===== src/rtl/ddr2_pg_pkg.sv =====
package ddr2_pg_pkg;

  typedef enum logic [2:0] {
    OP_NOP  = 3'd0,
    OP_ACT  = 3'd1,
    OP_RD   = 3'd2,
    OP_RDA  = 3'd3,
    OP_WR   = 3'd4,
    OP_WRA  = 3'd5,
    OP_PRE  = 3'd6,
    OP_PREA = 3'd7
  } pg_op_e;

  localparam int RTP_FLOOR = 2;

endpackage


===== src/rtl/ddr2_pg_delay_calc.sv =====
module ddr2_pg_delay_calc #(
  parameter int CFG_W = 4,
  parameter int CNT_W = CFG_W + 2
) (
  input  logic [CFG_W-1:0] cfg_al,
  input  logic [CFG_W-1:0] cfg_wl,
  input  logic             cfg_bl8,
  input  logic [CFG_W-1:0] cfg_wr,
  input  logic [CFG_W-1:0] cfg_rp,
  input  logic [CFG_W-1:0] cfg_rtp,
  output logic [CNT_W-1:0] rd_load,
  output logic [CNT_W-1:0] wr_load,
  output logic [CNT_W-1:0] rp_one_load,
  output logic [CNT_W-1:0] rp_all_load
);
  import ddr2_pg_pkg::*;

  logic [CNT_W-1:0] half_burst;
  logic [CNT_W-1:0] rtp_eff;

  // Load values are one less than the spacing in clocks, since the
  // counter reaches zero one edge ahead of the allowed edge.
  always_comb begin
    half_burst = cfg_bl8 ? CNT_W'(4) : CNT_W'(2);
    rtp_eff    = (cfg_rtp < CFG_W'(RTP_FLOOR)) ? CNT_W'(RTP_FLOOR) : CNT_W'(cfg_rtp);
    rd_load    = CNT_W'(cfg_al) + half_burst + rtp_eff - CNT_W'(3);
    wr_load    = CNT_W'(cfg_wl) + half_burst + CNT_W'(cfg_wr) - CNT_W'(1);
    rp_one_load = (cfg_rp == '0) ? '0 : CNT_W'(cfg_rp) - CNT_W'(1);
    rp_all_load = CNT_W'(cfg_rp);
  end

endmodule


===== src/rtl/ddr2_pg_cmd_decode.sv =====
module ddr2_pg_cmd_decode #(
  parameter int NUM_BANKS = 8,
  parameter int BANK_W    = $clog2(NUM_BANKS)
) (
  input  logic [2:0]           cmd_op,
  input  logic [BANK_W-1:0]    cmd_bank,
  output logic [NUM_BANKS-1:0] rd_hit,
  output logic [NUM_BANKS-1:0] wr_hit,
  output logic [NUM_BANKS-1:0] pre_one_hit,
  output logic                 pre_all
);
  import ddr2_pg_pkg::*;

  logic [NUM_BANKS-1:0] bank_sel;

  always_comb begin
    bank_sel    = NUM_BANKS'(1) << cmd_bank;
    rd_hit      = '0;
    wr_hit      = '0;
    pre_one_hit = '0;
    pre_all     = 1'b0;
    case (pg_op_e'(cmd_op))
      OP_RD, OP_RDA: rd_hit      = bank_sel;
      OP_WR, OP_WRA: wr_hit      = bank_sel;
      OP_PRE:        pre_one_hit = bank_sel;
      OP_PREA:       pre_all     = 1'b1;
      default:       ;
    endcase
  end

endmodule


===== src/rtl/ddr2_pg_bank_timer.sv =====
module ddr2_pg_bank_timer #(
  parameter int CNT_W = 6
) (
  input  logic             clk,
  input  logic             rst_n,
  input  logic             rd_hit,
  input  logic             wr_hit,
  input  logic             pre_one_hit,
  input  logic             pre_all,
  input  logic [CNT_W-1:0] rd_load,
  input  logic [CNT_W-1:0] wr_load,
  input  logic [CNT_W-1:0] rp_one_load,
  input  logic [CNT_W-1:0] rp_all_load,
  output logic             ready,
  output logic             period_done
);

  logic [CNT_W-1:0] pre_cnt_q, pre_cnt_d;
  logic [CNT_W-1:0] rp_cnt_q, rp_cnt_d;
  logic [CNT_W-1:0] pre_dec, rp_dec, need;
  logic             pre_en, rp_en;

  // Precharge-spacing counter: decrements to zero, raised only by max.
  always_comb begin
    pre_dec = (pre_cnt_q == '0) ? '0 : pre_cnt_q - CNT_W'(1);
    if (rd_hit)      need = rd_load;
    else if (wr_hit) need = wr_load;
    else             need = '0;
    pre_cnt_d = (need > pre_dec) ? need : pre_dec;
    pre_en    = (pre_cnt_q != '0) || rd_hit || wr_hit;
  end

  // Precharge-period counter: restarted by the latest precharge.
  always_comb begin
    rp_dec = (rp_cnt_q == '0) ? '0 : rp_cnt_q - CNT_W'(1);
    if (pre_one_hit)  rp_cnt_d = rp_one_load;
    else if (pre_all) rp_cnt_d = rp_all_load;
    else              rp_cnt_d = rp_dec;
    rp_en = (rp_cnt_q != '0) || pre_one_hit || pre_all;
  end

  always_ff @(posedge clk or negedge rst_n) begin
    if (!rst_n) begin
      pre_cnt_q <= '0;
      rp_cnt_q  <= '0;
    end else begin
      if (pre_en) pre_cnt_q <= pre_cnt_d;
      if (rp_en)  rp_cnt_q  <= rp_cnt_d;
    end
  end

  assign ready       = (pre_cnt_q == '0);
  assign period_done = (rp_cnt_q == '0);

endmodule


===== src/rtl/ddr2_pg_top.sv =====
module ddr2_pg_top #(
  parameter  int NUM_BANKS = 8,
  parameter  int CFG_W     = 4,
  localparam int BANK_W    = $clog2(NUM_BANKS)
) (
  input  logic                 clk,
  input  logic                 rst_n,
  input  logic [CFG_W-1:0]     cfg_al,
  input  logic [CFG_W-1:0]     cfg_wl,
  input  logic                 cfg_bl8,
  input  logic [CFG_W-1:0]     cfg_wr,
  input  logic [CFG_W-1:0]     cfg_rp,
  input  logic [CFG_W-1:0]     cfg_rtp,
  input  logic [2:0]           cmd_op,
  input  logic [BANK_W-1:0]    cmd_bank,
  output logic [NUM_BANKS-1:0] bank_ready,
  output logic                 all_ready,
  output logic [NUM_BANKS-1:0] period_done
);

  localparam int CNT_W = CFG_W + 2;

  logic rst_meta_q, rst_q_n;

  always_ff @(posedge clk or negedge rst_n) begin
    if (!rst_n) begin
      rst_meta_q <= 1'b0;
      rst_q_n    <= 1'b0;
    end else begin
      rst_meta_q <= 1'b1;
      rst_q_n    <= rst_meta_q;
    end
  end

  logic [CNT_W-1:0]     rd_load, wr_load, rp_one_load, rp_all_load;
  logic [NUM_BANKS-1:0] rd_hit, wr_hit, pre_one_hit;
  logic                 pre_all;

  ddr2_pg_delay_calc #(.CFG_W(CFG_W), .CNT_W(CNT_W)) u_calc (
    .cfg_al      (cfg_al),
    .cfg_wl      (cfg_wl),
    .cfg_bl8     (cfg_bl8),
    .cfg_wr      (cfg_wr),
    .cfg_rp      (cfg_rp),
    .cfg_rtp     (cfg_rtp),
    .rd_load     (rd_load),
    .wr_load     (wr_load),
    .rp_one_load (rp_one_load),
    .rp_all_load (rp_all_load)
  );

  ddr2_pg_cmd_decode #(.NUM_BANKS(NUM_BANKS), .BANK_W(BANK_W)) u_dec (
    .cmd_op      (cmd_op),
    .cmd_bank    (cmd_bank),
    .rd_hit      (rd_hit),
    .wr_hit      (wr_hit),
    .pre_one_hit (pre_one_hit),
    .pre_all     (pre_all)
  );

  for (genvar b = 0; b < NUM_BANKS; b++) begin : g_bank
    ddr2_pg_bank_timer #(.CNT_W(CNT_W)) u_timer (
      .clk         (clk),
      .rst_n       (rst_q_n),
      .rd_hit      (rd_hit[b]),
      .wr_hit      (wr_hit[b]),
      .pre_one_hit (pre_one_hit[b]),
      .pre_all     (pre_all),
      .rd_load     (rd_load),
      .wr_load     (wr_load),
      .rp_one_load (rp_one_load),
      .rp_all_load (rp_all_load),
      .ready       (bank_ready[b]),
      .period_done (period_done[b])
    );
  end

  assign all_ready = &bank_ready;

endmodule


===== config.mk =====
export PLATFORM = sky130hd
export DESIGN_NAME = ddr2_pg_top
export DESIGN_NICKNAME = d
export VERILOG_FILES = /design/src/rtl/ddr2_pg_pkg.sv /design/src/rtl/ddr2_pg_delay_calc.sv /design/src/rtl/ddr2_pg_cmd_decode.sv /design/src/rtl/ddr2_pg_bank_timer.sv /design/src/rtl/ddr2_pg_top.sv
export SDC_FILE = /design/constraint.sdc
export NUM_CORES = 1
export LEC_CHECK = 0
export ABC_AREA = 1
export ABC_CLOCK_PERIOD_IN_PS = 2900
export BUFFER_PORTS_ARGS = -buffer_cell sky130_fd_sc_hd__buf_2
export CORE_MARGIN = 4
export CORE_UTILIZATION = 58
export DETAILED_ROUTE_END_ITERATION = 8
export GPL_TIMING_DRIVEN = 0
export HOLD_SLACK_MARGIN = 0.05
export PLACE_DENSITY = 0.9
export SLEW_MARGIN = 15
export SYNTH_ARGS = -nofsm -noshare
export SYNTH_HDL_FRONTEND = slang
export SYNTH_HIERARCHICAL = 1
export SYNTH_SLANG_ARGS = --single-unit

===== constraint.sdc =====
create_clock -name clk -period 2.9 [get_ports clk]
set_input_delay 0.435 -clock clk [delete_from_list [all_inputs] [get_ports clk]]
set_output_delay 0.435 -clock clk [all_outputs]
set_load 0.05 [all_outputs]

==> impl_metrics.env <==
export IMPL_run_status="finished, violations left"
export IMPL_violations="negative setup slack"
export IMPL_cellPowerDensity_nw_per_um2=1040
export IMPL_gr_total_overflow=0
export IMPL_cp_max_fo=8
export IMPL_top_layer="met4"
export IMPL_routabilityCongestion=0.940
export IMPL_firstDrtPassIters=5
export IMPL_cts_root_to_sink_buffers=2
export IMPL_number_of_remaining_drc_errors=0
export IMPL_fin_total_pwr_mw=12.8
export IMPL_chipWidth_um=142
export IMPL_final_max_slew_violation_count=0
export IMPL_final_fill_count=1209
export IMPL_finish_cell_count_without_fillers=1776
export IMPL_floorplan_die_area_sq_um=20200
export IMPL_wl_per_cell_um=16.3
export IMPL_cts_sinks=98
export IMPL_start_util_pct=59.8
export IMPL_clkTransAtPathRegs_ns=0.07
export IMPL_maxcap_viol_count=0
export IMPL_slew_headroom_pct=28.0
export IMPL_async_flop_share_pct=100
export IMPL_drive_above_1_share_pct=30.1
export IMPL_ys_flop_type="sky130_fd_sc_hd__dfrtp_1"
export IMPL_min_period_ns=3.45
export IMPL_yosys_register_bits=98
export IMPL_dp_cells=1737
export IMPL_setup_violations_final=48
export IMPL_ctsRootBufferMaster="sky130_fd_sc_hd__clkbuf_16"
export IMPL_unrepaired_setup_endpoints_after_global_routing="yes"
export IMPL_syn_area_per_cell_sq_um=7.15
export IMPL_die_height_um=142
export IMPL_route_vias_total=10300
export IMPL_grt_pass1_wl_um=44600
export IMPL_synth_distinct_cells=46
export IMPL_layout_cells_most_common_list="254 x sky130_fd_sc_hd__nand2_1, 232 x sky130_fd_sc_hd__inv_1, 120 x sky130_fd_sc_hd__nor2_1, 104 x sky130_fd_sc_hd__nand3_1, 97 x sky130_fd_sc_hd__dfrtp_1"
export IMPL_worst_slack_ns=-0.554
export IMPL_fmax_ghz=0.289
export IMPL_met3_wirelength_um=2230
export IMPL_power_ir_vdd_worst_uv=760
export IMPL_total_met2_wirelength_after_detailed_routing_um=14700
export IMPL_crit_path_start_kind="primary input"
export IMPL_clock_latency_ns=0.36
export IMPL_hold_fails_final_rpt=0
export IMPL_grt_use_total_pct=26.7
export IMPL_vias_per_cell=5.78
export IMPL_yosys_warnings=6
export IMPL_drt_wl_total_um=29000
export IMPL_fin_nets=1677
export IMPL_skew_ns=0.0119
export IMPL_syn_instance_count=1463
export IMPL_number_of_antenna_violations_at_the_first_check_in_global_routing=0
export IMPL_cts_buffers_inserted=9
export IMPL_grt_max_degree=52
export IMPL_dp_hpwl_um=19200
export IMPL_slew_at_the_pin_closest_to_its_max_slew_limit_ns=1.07
export IMPL_synth_seq_area_share_pct=23.5
export IMPL_static_power_due_to_leakage_nw=6.33
export IMPL_number_of_global_route_vias_before_repair=9903
export IMPL_wl_met1_um=10500
export IMPL_min_path_type="reg -> reg"
export IMPL_cp_data_arrival_time_ns=3.69
export IMPL_mostFrequentLayoutCell="sky130_fd_sc_hd__nand2_1"
export IMPL_worst_ep_required_time_ns=3.14
export IMPL_drt_first_iter_violations=832
export IMPL_min_period_over_period_pct=119
export IMPL_crit_type="in -> reg"
export IMPL_coreArea_sq_um=17500
export IMPL_design_portCount=46
export IMPL_cts_tree="yes"
export IMPL_area_delta_synth_final_pct=17.6
export IMPL_worstSetupEndpointType="flop"
export IMPL_placement_rows=48
export IMPL_synthesis_area_sq_um=10500
export IMPL_h_tree_depth=3
export IMPL_number_of_enable_type_register_cells_in_the_synthesized_netlist=0
export IMPL_numPortBuffers=45
export IMPL_drtAntennaViolNets=0
[where the power goes]
| part | total (mW) | switching, mW | leakage (nW) | internal [mW] |
|---|---|---|---|---|
| logic | 8.73 | 5.45 | 5.02 | 3.28 |
| clock network | 1.24 | 0.556 | 0.134 | 0.689 |
| registers | 2.82 | 0.737 | 1.18 | 2.09 |
| total | 12.8 | 6.74 | 6.33 | 6.06 |
[metrics by stage]
| stage | TNS, ns | area, sq um | util, % | hold slack [ns] | worst slack [ns] |
|---|---|---|---|---|---|
| after floorplan | -25.18 | 10600 | - | 0.139 | -0.542 |
| after global placement | -39.79 | 11100 | 63.3 | 0.221 | -0.859 |
| after detailed placement | -45.75 | 11100 | 63.5 | 0.223 | -0.991 |
| after CTS | -22.39 | 11800 | 67.3 | 0.350 | -0.506 |
| after global routing | -27.56 | 12300 | 70.4 | 0.363 | -0.624 |
| final | -24.17 | 12300 | 70.4 | 0.347 | -0.554 |
[registers in the layout, summed over array words and instances (netlist names)]
| name | cells |
|---|---|
| g_bank.u_timer/rp_cnt_q | 48 |
| rst_q_n | 1 |
| rst_meta_q | 1 |
| g_bank.u_timer/pre_cnt_q | 48 |
[critical path: stages]
cell and delay (ns):
sky130_fd_sc_hd__buf_2 0.08, sky130_fd_sc_hd__inv_1 0.04, sky130_fd_sc_hd__ha_1 0.30, sky130_fd_sc_hd__fa_1 0.47, sky130_fd_sc_hd__inv_2 0.09, sky130_fd_sc_hd__ha_4 0.13, sky130_fd_sc_hd__inv_1 0.05, sky130_fd_sc_hd__fa_2 0.55
sky130_fd_sc_hd__clkinvlp_4 0.26, sky130_fd_sc_hd__a22oi_2 0.31, sky130_fd_sc_hd__inv_2 0.08, sky130_fd_sc_hd__ha_4 0.28, sky130_fd_sc_hd__nand2_4 0.05, sky130_fd_sc_hd__nor2_4 0.14, sky130_fd_sc_hd__nand2_2 0.08, sky130_fd_sc_hd__nand3_4 0.11
sky130_fd_sc_hd__nand2_8 0.10, sky130_fd_sc_hd__nand2_2 0.07, sky130_fd_sc_hd__nand3_1 0.06
[kinds of logic (layout without fill, tap and decap cells)]
group	Yosys count	in the layout	share of synthesized area, %
xor gates and xnor gates	17	17	1.42
adders and majority gates	102	102	12.6
AOI/OAI and AO/OA	192	192	12.1
DFF	98	98	23.5
and+or+nand+nor	741	741	38.1
other	2	6	0.0718
buffers and inverters	311	395	12.2
[metal layers]
layer | up-vias | track usage [%]
met4 | 0 | 12.1
met1 | 4772 | 30.4
met2 | 507 | 48.5
met5 | - | 0
met3 | 163 | 4.81
li1 | 4826 | -
[final cells by class]
cell class / count / area (sq um) / area share (%)
buffer: 32 / 200 / 1.63
tap: 225 / 282 / 2.29
sequential: 98 / 2460 / 20.0
multi-input combinational: 1057 / 7540 / 61.3
clock buffer: 11 / 243 / 1.97
antenna: 1 / 2.50 / 0.0203
clock inverter: 4 / 52.6 / 0.427
timing repair buffer: 69 / 445 / 3.62
inverter: 279 / 1080 / 8.81
[cell usage after synthesis (16+ instances only)]
cell type	count	area share, %
sky130_fd_sc_hd__inv_2	22	0.79
sky130_fd_sc_hd__nand3_2	36	3.4
sky130_fd_sc_hd__nand2_1	319	11
sky130_fd_sc_hd__a21oi_1	79	3.8
sky130_fd_sc_hd__nand2_2	23	1.4
sky130_fd_sc_hd__nor2_2	21	1.3
sky130_fd_sc_hd__o21ai_1	18	0.86
sky130_fd_sc_hd__inv_1	245	8.8
sky130_fd_sc_hd__a22o_1	17	1.4
sky130_fd_sc_hd__dfrtp_1	98	23
sky130_fd_sc_hd__nor2_4	24	2.6
sky130_fd_sc_hd__a21oi_2	26	2.2
sky130_fd_sc_hd__nand4_1	16	0.96
sky130_fd_sc_hd__ha_1	96	11
sky130_fd_sc_hd__nor2_1	120	4.3
sky130_fd_sc_hd__nand3_1	118	5.6
[worst paths after layout]
check / endpoint / start / slack [ns] / cells past startpoint
max in group asynchronous: g_bank[3].u_timer/rp_cnt_q[1]$_DFFE_PN0P_ / rst_q_n$_DFF_PN0_ / 1.82 / 1
worst min-delay path: rst_q_n$_DFF_PN0_ / rst_meta_q$_DFF_PN0_ / 0.35 / 0
min in group asynchronous: g_bank[4].u_timer/rp_cnt_q[1]$_DFFE_PN0P_ / rst_q_n$_DFF_PN0_ / 0.39 / 0
worst max register to register: g_bank[7].u_timer/pre_cnt_q[0]$_DFFE_PN0P_ / g_bank[7].u_timer/pre_cnt_q[0]$_DFFE_PN0P_ / 0.43 / 14
worst max-delay path: g_bank[3].u_timer/pre_cnt_q[1]$_DFFE_PN0P_ / cfg_wl[2] / -0.55 / 19
worst min register to register: rst_q_n$_DFF_PN0_ / rst_meta_q$_DFF_PN0_ / 0.35 / 0
[timing repair]
action | 4_1_cts | 5_1_grt
endpoints found under the hold margin | 2 | 0
gates resized for setup | 55 | 101
hold buffers | 1 | 0
setup buffers | 14 | 8
endpoints found under the setup margin | 48 | 48
pin swaps | 74 | 51
(Power assumes the default switching activity.)
